===== src/rtl/chain_shifter_pkg.sv =====
package chain_shifter_pkg;
  typedef enum logic [1:0] {
    CS_IDLE  = 2'd0,
    CS_SHIFT = 2'd1,
    CS_GAP   = 2'd2,
    CS_UPD   = 2'd3
  } cs_state_t;
endpackage


===== src/rtl/chain_shifter_trig.sv =====
module chain_shifter_trig (
  input  logic clk,
  input  logic rst_n,
  input  logic async_in,
  output logic rise
);
  logic meta_q, sync_q, prev_q;

  always_ff @(posedge clk or negedge rst_n) begin
    if (!rst_n) begin
      meta_q <= 1'b0;
      sync_q <= 1'b0;
      prev_q <= 1'b0;
    end else begin
      meta_q <= async_in;
      sync_q <= meta_q;
      prev_q <= sync_q;
    end
  end

  assign rise = sync_q & ~prev_q;
endmodule


===== src/rtl/chain_shifter_lane.sv =====
module chain_shifter_lane #(
  parameter int WORD_W = 16,
  parameter int WORDS  = 4,
  parameter int LEN_W  = 7,
  localparam int ADDR_W = $clog2(WORDS),
  localparam int BIT_W  = $clog2(WORD_W)
) (
  input  logic              clk,
  input  logic              rst_n,
  input  logic              we,
  input  logic [ADDR_W-1:0] waddr,
  input  logic [WORD_W-1:0] wdata,
  input  logic              en,
  input  logic [LEN_W-1:0]  idx,
  input  logic [LEN_W-1:0]  len,
  output logic              sdo
);
  localparam logic [BIT_W-1:0] TOP_BIT = BIT_W'(WORD_W - 1);

  logic [WORD_W-1:0] mem [WORDS];
  logic [ADDR_W-1:0] wsel;
  logic [BIT_W-1:0]  bsel;

  always_ff @(posedge clk or negedge rst_n) begin
    if (!rst_n) begin
      for (int w = 0; w < WORDS; w++) mem[w] <= '0;
    end else if (we) begin
      mem[waddr] <= wdata;
    end
  end

  // Bit k is taken from word k/WORD_W, most significant bit first.
  always_comb begin
    wsel = ADDR_W'(idx >> BIT_W);
    bsel = BIT_W'(idx);
    sdo  = en && (idx < len) && mem[wsel][TOP_BIT - bsel];
  end
endmodule


===== src/rtl/chain_shifter.sv =====
module chain_shifter
  import chain_shifter_pkg::*;
#(
  parameter int NUM_LANES = 5,
  parameter int WORD_W    = 16,
  parameter int WORDS     = 4,
  parameter int DIV_W     = 8,
  parameter int MIN_DIV   = 2,
  localparam int LANE_W   = $clog2(NUM_LANES),
  localparam int ADDR_W   = $clog2(WORDS),
  localparam int MAX_BITS = WORDS * WORD_W,
  localparam int LEN_W    = $clog2(MAX_BITS + 1)
) (
  input  logic                       clk,
  input  logic                       rst_n,
  input  logic                       wr_valid,
  output logic                       wr_ready,
  input  logic [LANE_W-1:0]          wr_lane,
  input  logic [ADDR_W-1:0]          wr_addr,
  input  logic [WORD_W-1:0]          wr_data,
  input  logic [NUM_LANES*LEN_W-1:0] cfg_len,
  input  logic [DIV_W-1:0]           cfg_div,
  input  logic                       trig_in,
  output logic                       sclk,
  output logic [NUM_LANES-1:0]       sdo,
  output logic                       upd,
  output logic                       busy,
  output logic                       done,
  output logic                       overrun
);
  cs_state_t        st;
  logic [DIV_W-1:0] div_q, cnt, div_eff;
  logic [LEN_W-1:0] idx, tot, len_max;
  logic [LEN_W-1:0] len_q   [NUM_LANES];
  logic [LEN_W-1:0] len_clp [NUM_LANES];
  logic             sclk_q, trig_rise, wr_fire, phase_end;

  chain_shifter_trig u_trig (
    .clk(clk), .rst_n(rst_n), .async_in(trig_in), .rise(trig_rise)
  );

  assign wr_ready  = (st == CS_IDLE);
  assign wr_fire   = wr_valid && wr_ready;
  assign busy      = (st != CS_IDLE);
  assign upd       = (st == CS_UPD);
  assign sclk      = sclk_q;
  assign phase_end = (cnt == div_q);
  assign div_eff   = (cfg_div < DIV_W'(MIN_DIV)) ? DIV_W'(MIN_DIV) : cfg_div;

  always_comb begin
    len_max = '0;
    for (int i = 0; i < NUM_LANES; i++) begin
      len_clp[i] = (cfg_len[i*LEN_W +: LEN_W] > LEN_W'(MAX_BITS))
                   ? LEN_W'(MAX_BITS) : cfg_len[i*LEN_W +: LEN_W];
      if (len_clp[i] > len_max) len_max = len_clp[i];
    end
  end

  always_ff @(posedge clk or negedge rst_n) begin
    if (!rst_n) begin
      st      <= CS_IDLE;
      div_q   <= DIV_W'(MIN_DIV);
      cnt     <= '0;
      idx     <= '0;
      tot     <= '0;
      sclk_q  <= 1'b0;
      done    <= 1'b0;
      overrun <= 1'b0;
      for (int i = 0; i < NUM_LANES; i++) len_q[i] <= '0;
    end else begin
      done <= 1'b0;
      if (trig_rise && st != CS_IDLE) overrun <= 1'b1;
      case (st)
        CS_IDLE: if (trig_rise) begin
          overrun <= 1'b0;
          div_q   <= div_eff;
          tot     <= len_max;
          for (int i = 0; i < NUM_LANES; i++) len_q[i] <= len_clp[i];
          cnt     <= '0;
          idx     <= '0;
          sclk_q  <= 1'b0;
          st      <= (len_max == '0) ? CS_GAP : CS_SHIFT;
        end
        CS_SHIFT: if (phase_end) begin
          cnt <= '0;
          if (!sclk_q) begin
            sclk_q <= 1'b1;
          end else begin
            sclk_q <= 1'b0;
            if (idx == tot - LEN_W'(1)) st <= CS_GAP;
            else idx <= idx + LEN_W'(1);
          end
        end else begin
          cnt <= cnt + DIV_W'(1);
        end
        CS_GAP: if (phase_end) begin
          cnt <= '0;
          st  <= CS_UPD;
        end else begin
          cnt <= cnt + DIV_W'(1);
        end
        CS_UPD: if (phase_end) begin
          cnt  <= '0;
          st   <= CS_IDLE;
          done <= 1'b1;
        end else begin
          cnt <= cnt + DIV_W'(1);
        end
        default: st <= CS_IDLE;
      endcase
    end
  end

  for (genvar g = 0; g < NUM_LANES; g++) begin : g_lane
    chain_shifter_lane #(.WORD_W(WORD_W), .WORDS(WORDS), .LEN_W(LEN_W)) u_lane (
      .clk(clk), .rst_n(rst_n),
      .we(wr_fire && (wr_lane == LANE_W'(g))),
      .waddr(wr_addr), .wdata(wr_data),
      .en(st == CS_SHIFT), .idx(idx), .len(len_q[g]),
      .sdo(sdo[g])
    );
  end

  p_upd_no_clk_r7: assert property (@(posedge clk) disable iff (!rst_n)
    upd |-> !sclk);
  p_gap_before_upd_r7: assert property (@(posedge clk) disable iff (!rst_n)
    $rose(upd) |-> (!$past(sclk) && $past(sdo) == '0));
  p_done_after_upd_r8: assert property (@(posedge clk) disable iff (!rst_n)
    done |-> ($past(upd) && !upd && !busy));
  p_data_on_fall_r5: assert property (@(posedge clk) disable iff (!rst_n)
    (st == CS_SHIFT && $past(st == CS_SHIFT) && !$fell(sclk)) |-> $stable(sdo));
  p_overrun_cause_r9: assert property (@(posedge clk) disable iff (!rst_n)
    $rose(overrun) |-> $past(busy));
  p_ready_vs_busy_r2: assert property (@(posedge clk) disable iff (!rst_n)
    $rose(busy) |=> !wr_ready);
endmodule


===== config.mk =====
export PLATFORM = sky130hd
export DESIGN_NAME = chain_shifter
export DESIGN_NICKNAME = d
export VERILOG_FILES = /design/src/rtl/chain_shifter_pkg.sv /design/src/rtl/chain_shifter_trig.sv /design/src/rtl/chain_shifter_lane.sv /design/src/rtl/chain_shifter.sv
export SDC_FILE = /design/constraint.sdc
export NUM_CORES = 1
export LEC_CHECK = 0
export ABC_CLOCK_PERIOD_IN_PS = 8800
export BUFFER_PORTS_ARGS = -buffer_cell sky130_fd_sc_hd__buf_2
export CAP_MARGIN = 20
export CORE_ASPECT_RATIO = 0.6
export CORE_MARGIN = 8
export CORE_UTILIZATION = 50
export DETAILED_ROUTE_END_ITERATION = 8
export HOLD_SLACK_MARGIN = 0.1
export PLACE_DENSITY = 0.77
export RECOVER_POWER = 100
export SYNTH_ARGS = -nofsm -noshare
export SYNTH_HDL_FRONTEND = slang
export SYNTH_SLANG_ARGS = --single-unit

===== constraint.sdc =====
create_clock -name clk -period 8.8 [get_ports clk]
set_input_delay 1.76 -clock clk [delete_from_list [all_inputs] [get_ports clk]]
set_output_delay 1.76 -clock clk [all_outputs]
set_load 0.01 [all_outputs]

# After elaboration in Yosys (flattened, before gate mapping)
# Cells that the tools add are included.
# Widths: inputs -> output; s select.
# word_totals
regBits,393
latchBits,0
mem_bits_rw,0
rom_bits,0
input_bits,68
out_inout_bits,11
word_cells,176
mem_count,0
# op_classes
addsub,4
n_mul,0
n_div,0
magnitude_cmp,20
n_eq_ne,16
shifts,0
muxes,68
n_bitwise,4
n_reduce_logical,28
# ops
op,n
$bwmux 64,5
$mux 16,11
$bmux 16 s2,5
$mux 7,14
$gt 7x7->1 const B,5
$lt 7x7->1,5
$demux 16 s2,1
$gt 7x7->1,4
$mux 8,3
$bmux 1 s4,5
$logic_and 1x1->1,18
$pmux 8 s2,1
$mux 2,7
$pmux 7 s2,1
$mux 1,13
$ne 2x2->1 const B,5
$add 8x1->8 const B,1
$eq 8x8->1,1
$lt 8x2->1 const B,1
$pmux 2 s4,1
$add 7x1->7 const B,1
$eq 7x7->1,1
$gt 7x1->1 const B,1
$logic_not 7->1,1
23 further kinds,29

# Depth between registers and ports, before layout
# Gate-level depths: netlist of run 1.
# depth
depth_word,16
ltp_mapped,35
mapped_depth_nobuf,32

# Modules after synthesis
# A second synthesis of run 1 with hierarchy kept.
# unflattened
hier_cells,1500
hier_area_um2,20425.8
# by_module_without_submodules
mod,n_inst,cells_each,area_per_inst_um2,seq_area_each_um2
chain_shifter_lane,5,196,3139.3,1601.5
chain_shifter,1,516,4640.7,1752.9
chain_shifter_trig,1,4,88.8,75.1

# Worst setup path after synthesis of run 1
# Ideal clock, no wire load.
# synth_path
path_kind,in2reg
startpoint,input cfg_len[13]
endpoint,register st[1]
setup_ns,0.118
t_arrival_ns,8.090
required_ns,8.682
path_slack_ns,0.592
cell_stages,31
n_path_buf,2
cell_sequence,buf_2 nand2b_1 ha_1 and3_1 nand3_1 o32a_1 o21ai_1 buf_2 a21boi_0 ha_1 nand4_1 or2_2 o21a_1 a311oi_1 o21bai_1 ha_1 nor2b_1 o21ai_0 a21oi_1 o21ai_0 o21ai_0 a2bb2oi_1 ha_1 nor2b_1 o21ai_0 a21oi_1 o21ai_1 mux2_2 a31o_2 and4b_1 a21o_1
# synth_between
elab_chain_len,14
# synth_rtl
item,line,source
"start, declared",chain_shifter.sv:21,"input logic [NUM_LANES*LEN_W-1:0] cfg_len,"
$gt 7x7->1,chain_shifter.sv:53,len_clp[i] = (cfg_len[i*LEN_W +: LEN_W] > LEN_W'(MAX_BITS))
$mux 7 *,chain_shifter.sv:54,? LEN_W'(MAX_BITS) : cfg_len[i*LEN_W +: LEN_W];
$gt 7x7->1,chain_shifter.sv:55,if (len_clp[i] > len_max) len_max = len_clp[i];
$mux 7 *,chain_shifter.sv:55,
$gt 7x7->1,chain_shifter.sv:55,
$mux 7 *,chain_shifter.sv:55,
$gt 7x7->1,chain_shifter.sv:55,
$mux 7 *,chain_shifter.sv:55,
$gt 7x7->1,chain_shifter.sv:55,
$mux 7 *,chain_shifter.sv:55,
$logic_not 7->1 *,chain_shifter.sv:82,st <= (len_max == '0) ? CS_GAP : CS_SHIFT;
$mux 2 *,chain_shifter.sv:82,
$mux 2 *,chain_shifter.sv:74,CS_IDLE: if (trig_rise) begin
$pmux 2 s4 *,chain_shifter.sv:73,case (st)
"end signal, assigned",chain_shifter.sv:82,
"end, declared",chain_shifter.sv:31,cs_state_t st;
# Mark *: on every way between the ends. The rest lies on a longest branch, timed or not. The select of a mux whose other input is x is not followed.
# A chain may end at the register's enable or synchronous reset.

# Worst setup path after layout of run 1
# layout_path
startpoint,register idx[5]
endpoint,output sdo[0]
# layout_between
elab_chain_len,7
elab_cells_between_ends,9
classes_between,1 x order compare; 5 x mux; 1 x bitwise; 2 x reduce/logical
# layout_rtl
item,line,source
"start, declared",chain_shifter.sv:33,"logic [LEN_W-1:0] idx, tot, len_max;"
"start signal, assigned",chain_shifter.sv:91,else idx <= idx + LEN_W'(1);
$not 2->3 (implied by the code),chain_shifter_lane.sv:36,sdo = en && (idx < len) && mem[wsel][TOP_BIT - bsel];
$bmux 16 s2,chain_shifter_lane.sv:36,
$mux 16 (implied by the code) (2 in a row),chain_shifter_lane.sv:36,
$bmux 1 s4,chain_shifter_lane.sv:36,
$mux 1 (implied by the code),chain_shifter_lane.sv:36,
$logic_and 1x1->1 *,chain_shifter_lane.sv:36,
"end, declared",chain_shifter.sv:25,"output logic [NUM_LANES-1:0] sdo,"
# Marked as above.

==> results of run 1 <==
==> layer usage <==
metal	vias to the layer above	track usage	wire [um]
li1	5552	-	-
met1	6612	0.295	21700
met2	313	0.312	22000
met3	70	0.0399	2640
met4	0	0.0441	828
met5	-	0	0
==> cells by family (layout without fill, tap and decap cells) <==
kind of cell,after synthesis,in the layout
and+or+nand+nor,243,243
buffers and inverters,160,231
AOI/OAI and AO/OA,173,173
adders and majority gates,64,64
xor gates and xnor gates,28,28
muxes,438,438
other,0,3
DFF,393,393
==> metrics by stage <==
| step | setup TNS [ns] | hold slack, ns | instances |
|---|---|---|---|
| after floorplan | 0 | 0.331 | 1499 |
| after global placement | 0 | 0.336 | 2022 |
| final | 0 | 0.363 | 2095 |
| after detailed placement | 0 | 0.351 | 2022 |
| after CTS | 0 | 0.366 | 2092 |
| after global routing | -0.0718 | 0.364 | 2094 |
==> final timing paths <==
path | start | to | slack, ns
min | u_trig.meta_q$_DFF_PN0_ | u_trig.sync_q$_DFF_PN0_ | 0.36
max | idx[5]$_DFFE_PN0P_ | sdo[0] | 0.43
min in group asynchronous | rst_n | cnt[6]$_DFFE_PN0P_ | 3.32
max reg2reg | idx[5]$_DFFE_PN0P_ | st[0]$_DFFE_PN0P_ | 2.52
max in group asynchronous | rst_n | idx[4]$_DFFE_PN0P_ | 1.48
min reg2reg | u_trig.meta_q$_DFF_PN0_ | u_trig.sync_q$_DFF_PN0_ | 0.36
==> synthesized netlist by cell type, types with 4 or more instances <==
master / n / share of area
nor2_1: 53 / 0.010
buf_1: 5 / 0.00094
o21a_1: 5 / 0.0019
and3_1: 4 / 0.0013
mux4_2: 105 / 0.12
buf_2: 8 / 0.0020
o211ai_1: 7 / 0.0026
nand3b_1: 4 / 0.0015
a21o_1: 19 / 0.0072
clkbuf_1: 84 / 0.016
buf_4: 9 / 0.0034
nand4_1: 12 / 0.0038
nand3_1: 9 / 0.0023
nor3_1: 4 / 0.0010
dfrtp_1: 392 / 0.49
a31oi_1: 12 / 0.0038
a211oi_1: 6 / 0.0023
o21ai_0: 67 / 0.017
a21oi_1: 28 / 0.0070
ha_1: 64 / 0.040
or2_2: 4 / 0.0013
xor2_1: 11 / 0.0048
and4b_1: 6 / 0.0030
mux2_2: 331 / 0.19
nor2b_1: 20 / 0.0063
nand2b_1: 25 / 0.0079
xnor2_1: 17 / 0.0075
nand2_1: 88 / 0.017
inv_1: 52 / 0.0098
o31ai_1: 4 / 0.0015
==> cell type report <==
type                       count  area share
timing repair buffer         108      0.0265
multi-input combinational    946       0.430
tap                          522      0.0297
clock inverter                20     0.00870
clock buffer                  50      0.0489
sequential                   393       0.447
antenna                        3    0.000341
inverter                      53     0.00904
==> what timing repair did <==
action,CTS,global route
hold buffers,0,0
hold endpoints to repair,0,0
resized for setup,0,6
endpoints found under the setup margin,0,2
==> where the power goes <==
group / internal, mW / switching, mW / leakage [nW]
clock network: 0.958 / 0.706 / 0.633
logic: 0.129 / 0.251 / 4.93
registers: 1.81 / 0.000680 / 5.24
total: 2.90 / 0.957 / 10.8
==> state kept, by name, summed over array words and instances, names as in the netlist, 2 cells and up, named ones only <==
signal	count
tot	7
len_q	35
div_q	8
idx	7
g_lane.u_lane.mem	320
cnt	8
st	2
==> cells in the final DEF (no fill, tap or decap), types with 27 or more instances in the layout <==
master and n:
a21oi_1 27, clkbuf_16 39, inv_1 52, mux4_2 105, dfrtp_1 390, o21ai_0 66, ha_1 64, nand2_1 88
nor2_1 52, buf_2 69, mux2_2 329
==> worst reg2reg max path, stage by stage (launching register included) <==
cell      delay (ns)
dfrtp_1         1.48
clkbuf_1        2.58
xnor2_1         0.35
xnor2_1         0.30
a41oi_1         0.20
a211oi_1        0.62
and3_1          0.27
and4_1          0.26
a21oi_1         0.10
==> summary.md, run 1 <==
| Metric | Value |
|---|---|
| Routed Antenna Nets | 0 |
| WP depth | 6 |
| Final Hold Fails | 0 |
| IO Port Bufs | between 70 and 80 |
| Worst setup SP type | register |
| WP data arrival | 6.61 ns |
| Drt pass-1 iters | 4 |
| Area of the multi-input gates | between 9000 and 10000 um^2 |
| Overflow after GRT | 0 |
| Min Tclk post-route | approximately 8.4 ns |
| Worst path most repeated cell | mux4_2 |
| Share of layout cells above drive strength 1 | 0.384 |
| DP HPWL | approximately 31000 um |
| Mapped Cells | approximately 1500 |
| Worst min-delay path class | register to register |
| Critical path endpoint category | primary output |
| Vias in the first global route | between 10000 and 15000 |
| Setup ws final | between 0.4 and 0.5 ns |
| Crit path cell chain | clkbuf_1 -> mux4_2 -> mux4_2 -> mux4_2 -> and4b_1 -> clkbuf_1 |
| Final setup fails | 0 |
| Violated checks | capacitance limit, slew limit |
| Per-cell routed wire length | roughly 23 um |
| Post-synth EDFFs | 0 |
| # rows | between 50 and 60 |
| Clock slew at reported path FFs | roughly 0.06 ns |
| Async set or reset register ratio after synthesis | 1.00 |
| Slew Limit Headroom | -2.81 |
| Total power | just under 4 mW |
| Worst-path fanout max | 53 |
| R2R cell count | 8 |
| Post-synthesis cell area | 19900 um^2 |
| Hold path depth | 0 |
| Initial antenna violation count | 3 |
| Fmax | between 0.1 and 0.15 GHz |
| FF/Latch Area | 9840 um^2 |
| Num ports | 79 |
| Vias per inst | about 6 |
| Synth warn | 0 |
| Main combinational cell family by area after synthesis | multiplexers |
| Clock Latency Late Sink | between 0.5 and 0.6 ns |
| DP Worst Slack | 0.0778 ns |
| Mapped Avg Cell Area | 13.3 um^2 |
| Simple-gate share of the synthesized area | 0.0597 |
| CTS sink count | between 300 and 400 |
| Worst-Margin Slew | between 5 and 6 ns |
| Synth Area in Compound Gates | 0.0541 |
| Area grow syn2layout | 10.5% |
| Worst-case clock buffer depth | 3 |
| Post-CTS setup buffers | 0 |
| CTS tree | yes |
| Gr usage total | 0.202 |
| Unique masters post-synth | 63 |
| CP peak stage delay | ~2.6 ns |
| Largest net degree at the start of global routing | between 150 and 200 |
| Initial DRC Count | 862 |
| Syn Nets | between 1500 and 2000 |
| Die width | around 270 um |
| Xor and xnor area share after synthesis | 0.0123 |
| Drt drc | 0 |
| Die Span Y | around 170 um |
| First-pass GRT wire length | about 75000 um |
| #FFs+latches synth | slightly below 400 |
| Mux share of post-synthesis cell area | 0.307 |
| Pleak | approximately 11 nW |
| Initial Utilization | 0.508 |
| Design area | between 20000 and 25000 um^2 |
| WS Path Type | register to primary output |
| Util after Layout | 0.562 |
| Crit path buf inv count | 2 |
| TritonCTS buffer count | 39 |
| Final nets | between 1500 and 2000 |
| Routed vias | approximately 13000 |
| Synth Area in Adders | 0.0402 |
| Pwr dens | roughly 180 nW/um^2 |
| Period utilization | 0.952 |
| Die area | 46700 um^2 |
| Core Footprint | 39200 um^2 |
| Ys flop type | dfrtp_1 |
| H-tree levels | 2 |
| Worst vdd rail ir drop | roughly 140 uV |
| Layout Skew | about 0.014 ns |
| Status | complete, but fails checks |
| RePlAce Congestion | around 0.91 |
| Seq/Total Area, Yosys | 0.494 |
| Root Driver | clkbuf_16 |
| Fillers | approximately 3100 |
| Routed wire length | ~47000 um |
| Placement Cell Area | approximately 21000 um^2 |
| Delay-heaviest family, CP | buffers and inverters |
| Critical path data required time | between 7 and 8 ns |
| Fin. max-slew vios | about 360 |
| CP max stage cell | clkbuf_1 |
| Maxcap violations | 6 |
(Power assumes the default switching activity.)
==> inputs of run 2 (changes only) <==
CORE_MARGIN = 4   (was 8)
PLACE_DENSITY = 0.69   (was 0.77)
TNS_END_PERCENT = 30   (was unset)
==> run 2 against run 1 <==
The flow still finishes with violations (capacitance limit, slew limit). Via count shrank 2.0%. Count of clock-buffer cells in the layout grew 3. Cell area is essentially flat. Die area shrank 7.5%. Register-to-register slack gained 2.1 ns. Hold slack lost 0.012 ns. Worst setup slack gained 0.13 ns. Global-route usage grew 2.0 points. Non-clock buffer count grew 1. Final cell count is essentially flat. Sequential share of layout area is essentially flat. Largest power group unchanged. Highest routed layer unchanged.
==> summary.md, run 2 (synthesized netlist as in run 1, its figures left out) <==
| Metric | Value |
|---|---|
| Status | complete, but fails checks |
| Violated checks | capacitance limit, slew limit |
| Dpl cells | just over 2000 |
| Post-cts hold buffer count | 0 |
| CP peak stage delay | 0.40 ns |
| Drt drc | 0 |
| Fin. max-slew vios | approximately 430 |
| CTS tree | yes |
| Max FFs per register | 320 |
| Initial antenna violation count | 3 |
| RePlAce Congestion | 0.923 |
| Gr usage total | 0.222 |
| DP HPWL | around 30000 um |
| Critical path endpoint category | register |
| Routed wire length | 46700 um |
| Pwr dens | about 180 nW/um^2 |
| Final Hold Fails | 0 |
| Most common cell after layout, fill and taps aside | dfrtp_1 |
| Biggest register | g_lane.u_lane.mem |
| Total power | a little under 4 mW |
| Worst-Margin Slew | 3.42 ns |
| Final setup fails | 0 |
| Period utilization | 0.936 |
| Worst min-delay path class | register to register |
| Die Span Y | 163 um |
| Die area | approximately 43000 um^2 |
| Critical path data required time | between 9 and 10 ns |
| Drt pass-1 iters | 5 |
| Commonest non-fill, non-tap cells in the layout | 390 x dfrtp_1, 331 x mux2_2, 105 x mux4_2 |
| Top Registers | g_lane.u_lane.mem x320, len_q x35 |
| Initial Utilization | 0.508 |
| Initial DRC Count | approximately 1000 |
| IO Port Bufs | between 70 and 80 |
| Root Driver | clkbuf_16 |
| Final nets | between 1500 and 2000 |
| Finished Layout Cells | between 2000 and 2500 |
| Num ports | 79 |
| CP max stage cell | o32a_1 |
| Overflow after GRT | 0 |
| Largest net degree at the start of global routing | 139 |
| Slew Limit Headroom | -1.28 |
| Per-cell routed wire length | roughly 22 um |
| Routed Antenna Nets | 0 |
| WP data arrival | between 8 and 9 ns |
| Die width | ~270 um |
| Clock slew at reported path FFs | around 0.07 ns |
| Worst-case clock buffer depth | 3 |
| # rows | 56 |
| Worst-path fanout max | 11 |
| H-tree levels | 2 |
| Maxcap violations | 5 |
| CTS sink count | 393 |
| Min Tclk post-route | between 8 and 9 ns |
| Vias in the first global route | around 13000 |
| Clock Latency Late Sink | roughly 0.52 ns |
| Share of layout cells above drive strength 1 | 0.386 |
| RSZ-0062 raised after global routing | no |
| Core Footprint | slightly below 40000 um^2 |
| Pleak | 10.8 nW |
| Routed vias | between 10000 and 15000 |
| Fmax | between 0.1 and 0.15 GHz |
| Vias per inst | between 5 and 6 |
| Layout Skew | between 0.01 and 0.015 ns |
| First-pass GRT wire length | 75500 um |
| Worst setup SP type | primary input |
| Worst path most repeated cell | o21ai_0 |
| WS Path Type | primary input to register |
| TritonCTS buffer count | 38 |
| Worst vdd rail ir drop | 128 uV |
| Area grow syn2layout | 10.6% |
==> run 2: cell types whose count changed in the layout (fill, tap and decap cells not counted), moves of 2 or more <==
cell,delta
clkinv_2,-4
buf_4,+3
clkbuf_8,+3
a2111oi_2,+2
and2_0,-2
and2_1,+2
buf_12,-2
inv_6,-2
mux2_1,-2
mux2_2,+2
o21ai_1,-2
==> run 2: repair_timing <==
| action | 4_1_cts | 5_1_grt |
|---|---|---|
| gates resized for setup | 0 | 6 |
| setup buffers | 0 | 0 |
| hold endpoints to repair | 0 | 0 |
| setup endpoints to repair | 0 | 2 |
==> run 2: final timing paths <==
kind	start	end	slack, ns	cells after the start
worst max-delay path	cfg_len[6]	st[1]$_DFFE_PN0P_	0.56	31
worst min-delay path	u_trig.meta_q$_DFF_PN0_	u_trig.sync_q$_DFF_PN0_	0.35	0
worst max register to register	idx[4]$_DFFE_PN0P_	idx[5]$_DFFE_PN0P_	4.65	4
worst min register to register	u_trig.meta_q$_DFF_PN0_	u_trig.sync_q$_DFF_PN0_	0.35	0
max in group asynchronous	rst_n	g_lane[3].u_lane.mem[13]$_DFFE_PN0P_	3.58	2
min in group asynchronous	rst_n	cnt[6]$_DFFE_PN0P_	1.34	1
==> run 2: cell type report <==
type / count / area (um^2)
fillers: 3213 / 17100
well taps: 522 / 653
clock buffers: 53 / 1120
repair buffers: 109 / 577
clock inverters: 14 / 176
diodes: 4 / 10.0
flip-flops and latches: 393 / 9840
inverters: 53 / 199
multi-input cells: 946 / 9450
==> run 2: stage by stage <==
step / util / hold WS (ns) / setup slack (ns) / cell area, um^2 / TNS [ns]
detailed placement: 0.531 / 0.336 / -0.0116 / 20800 / -0.0116
finish: 0.562 / 0.351 / 0.560 / 22000 / 0
global placement: 0.531 / 0.343 / 0.0286 / 20800 / 0
CTS: 0.564 / 0.350 / 0.519 / 22100 / 0
global route: 0.562 / 0.357 / 0.0139 / 22000 / 0
floorplan: - / 0.331 / 0.592 / 19900 / 0
==> run 2: per-layer routing <==
layer,track usage,part of all wire
met5,0,0
met4,0.0429,0.017
met3,0.0388,0.044
met2,0.334,0.44
met1,0.342,0.49
==> run 2: where the power goes <==
| group | total [mW] | switching (mW) | internal (mW) |
|---|---|---|---|
| Sequential | 1.81 | 0.000674 | 1.81 |
| Clock | 1.70 | 0.698 | 1.01 |
| Combinational | 0.383 | 0.253 | 0.130 |
==> run 2: worst max-delay path: cells and delay by family <==
family          cells  cell delay, ns
compound gates     15            3.24
fa+ha+maj           4            1.37
buf+inv             3            0.51
mux                 1            0.36
simple gates        8            1.44
==> inputs of run 3 (changes only) <==
PLACE_DENSITY = 0.67   (was 0.69)
==> run 3 against run 2 <==
The flow still finishes with violations (capacitance limit, slew limit). Maximum frequency is 3.0% lower. Clock skew is 0.00074 ns lower. Die area stayed put. Core utilization hardly changed. Largest power group unchanged. Global-route usage is 0.35 points higher. Largest cell class unchanged. Via count is 0.62% higher. Clock power hardly changed. Highest routed layer unchanged. Sequential share of layout area hardly changed. Hold slack hardly changed. Wire length is 1.8% higher. First-iteration DRC count is 1.1% lower. Critical path type unchanged.
==> summary.md, run 3 (synthesized netlist as in run 1, its figures left out) <==
| Metric | Value |
|---|---|
| Area grow syn2layout | 10.7% |
| Die width | around 270 um |
| Vias in the first global route | about 13000 |
| R2r startpoint | st[0]$_DFFE_PN0P_ |
| Total power | slightly below 4 mW |
| Max FFs per register | between 300 and 400 |
| Overflow after GRT | 0 |
| Worst-path fanout max | 12 |
| Vias per inst | 5.91 |
| Die area | 43200 um^2 |
| CTS tree | yes |
| Initial antenna violation count | 3 |
| Worst Min Path Start | u_trig.meta_q$_DFF_PN0_ |
| Dpl cells | about 2000 |
| Setup slack, reg-to-reg | around 4.6 ns |
| Fmax | ~0.12 GHz |
| TritonCTS buffer count | 38 |
| Routed vias | ~12000 |
| Initial Utilization | 0.508 |
| Final setup fails | 0 |
| Violated checks | capacitance limit, slew limit |
| Design area | 22000 um^2 |
| Per-cell routed wire length | between 20 and 25 um |
| Worst R2R End | idx[5]$_DFFE_PN0P_ |
| H-tree levels | 2 |
| Drt pass-1 iters | 5 |
| Setup ws final | about 0.3 ns |
| Worst-case clock buffer depth | 3 |
| CTS sink count | a little under 400 |
| WS Path Type | primary input to register |
| Worst-Margin Slew | roughly 6.3 ns |
| CP peak stage delay | 0.60 ns |
| Worst min-delay path class | register to register |
| Commonest non-fill, non-tap cells in the layout | 390 x dfrtp_1, 331 x mux2_2, 105 x mux4_2 |
| Biggest register | g_lane.u_lane.mem |
| Delay-heaviest family, CP | compound AO/OA/AOI/OAI gates |
| R2R cell count | 10 |
| Final Hold Fails | 0 |
| Initial DRC Count | 987 |
| Worst setup SP type | primary input |
| RePlAce Congestion | ~0.90 |
| Most common cell after layout, fill and taps aside | dfrtp_1 |
| Clock slew at reported path FFs | about 0.06 ns |
| Status | complete, but fails checks |
| Worst path most repeated cell | a21oi_1 |
| Placement Cell Area | 20800 um^2 |
| Largest net degree at the start of global routing | 141 |
| Hold path depth | 0 |
| Pwr dens | between 150 and 200 nW/um^2 |
| Die Span Y | 163 um |
| Period utilization | 0.965 |
| Routed wire length | roughly 48000 um |
| Layout Skew | 0.00979 ns |
| Critical path data required time | 9.23 ns |
| Core Footprint | roughly 39000 um^2 |
| Fin. max-slew vios | 307 |
| Hold EP | u_trig.sync_q$_DFF_PN0_ |
| Gr usage total | 0.225 |
| Critical path endpoint category | register |
| Num ports | 79 |
| # rows | between 50 and 60 |
| Worst vdd rail ir drop | around 110 uV |
| Post-CTS setup buffers | 0 |
| Pleak | 10.8 nW |
| Share of layout cells above drive strength 1 | 0.383 |
| Crit path buf inv count | 4 |
| WP data arrival | 8.92 ns |
| Fillers | 3183 |
| Top Registers | g_lane.u_lane.mem x320, len_q x35 |
| First-pass GRT wire length | 75800 um |
| Slew Limit Headroom | -3.21 |
| Min Tclk post-route | 8.49 ns |
| Root Driver | clkbuf_16 |
| Routed Antenna Nets | 0 |
| Post-cts hold buffer count | 0 |
| DP HPWL | between 30000 and 40000 um |
| Maxcap violations | 6 |
| DP Worst Slack | roughly 0.094 ns |
| CP max stage cell | o32ai_1 |
| IO Port Bufs | 78 |
| Finished Layout Cells | roughly 2100 |
| Drt drc | 0 |
| Final nets | 1676 |
| Clock Latency Late Sink | 0.54 ns |
run 3: metal layers:
metal | vias to the layer above | track usage | share of wire
met5 | - | 0 | 0
met2 | 248 | 0.329 | 0.44
met1 | 6535 | 0.358 | 0.49
li1 | 5540 | - | -
met3 | 45 | 0.0448 | 0.058
met4 | 0 | 0.0329 | 0.011
run 3: repair_timing:
item,CTS,global route
endpoints found under the setup margin,0,2
hold endpoints to repair,0,0
resized for setup,0,3
run 3: area by class of cell:
type | instances | area [um^2] | share of cell area
clock buffer | 55 | 1160 | 0.0526
timing repair buffer | 112 | 609 | 0.0277
clock inverter | 11 | 133 | 0.00602
sequential | 393 | 9840 | 0.447
inverter | 53 | 199 | 0.00903
multi-input combinational | 946 | 9430 | 0.428
antenna | 2 | 5.00 | 0.000227
tap | 522 | 653 | 0.0296
run 3: stage by stage:
step / hold WS, ns / TNS [ns] / util
5_1_grt: 0.359 / -0.0808 / 0.562
4_1_cts: 0.354 / 0 / 0.564
3_5_place_dp: 0.339 / 0 / 0.531
3_3_place_gp: 0.334 / 0 / 0.531
6_report: 0.350 / 0 / 0.563
2_1_floorplan: 0.331 / 0 / -
run 3: where the power goes:
part | switching, mW | internal, mW
combinational | 0.251 | 0.130
clock | 0.695 | 1.00
sequential | 0.000701 | 1.81
run 3: worst reg2reg max path: stages (launching register included):
cell and delay [ns]:
dfrtp_1 0.40, inv_1 0.12, ha_1 0.33, inv_1 0.15, or2_1 0.11, clkbuf_1 1.63
nor2_1 0.46, a41o_1 0.49, nand4_1 0.15, o21ai_0 0.10, a21oi_1 0.17
run 3: worst max-delay path by stage:
stage / from / depth (start not counted) / to
floorplan: cfg_len[13] / 31 / st[1]$_DFFE_PN0P_
global placement: cfg_len[6] / 30 / st[1]$_DFFE_PN0P_
detailed placement: cfg_len[6] / 31 / st[1]$_DFFE_PN0P_
CTS: cfg_len[6] / 33 / st[1]$_DFFE_PN0P_
global route: cfg_len[6] / 34 / st[1]$_DFFE_PN0P_
finish: cfg_len[6] / 33 / st[1]$_DFFE_PN0P_
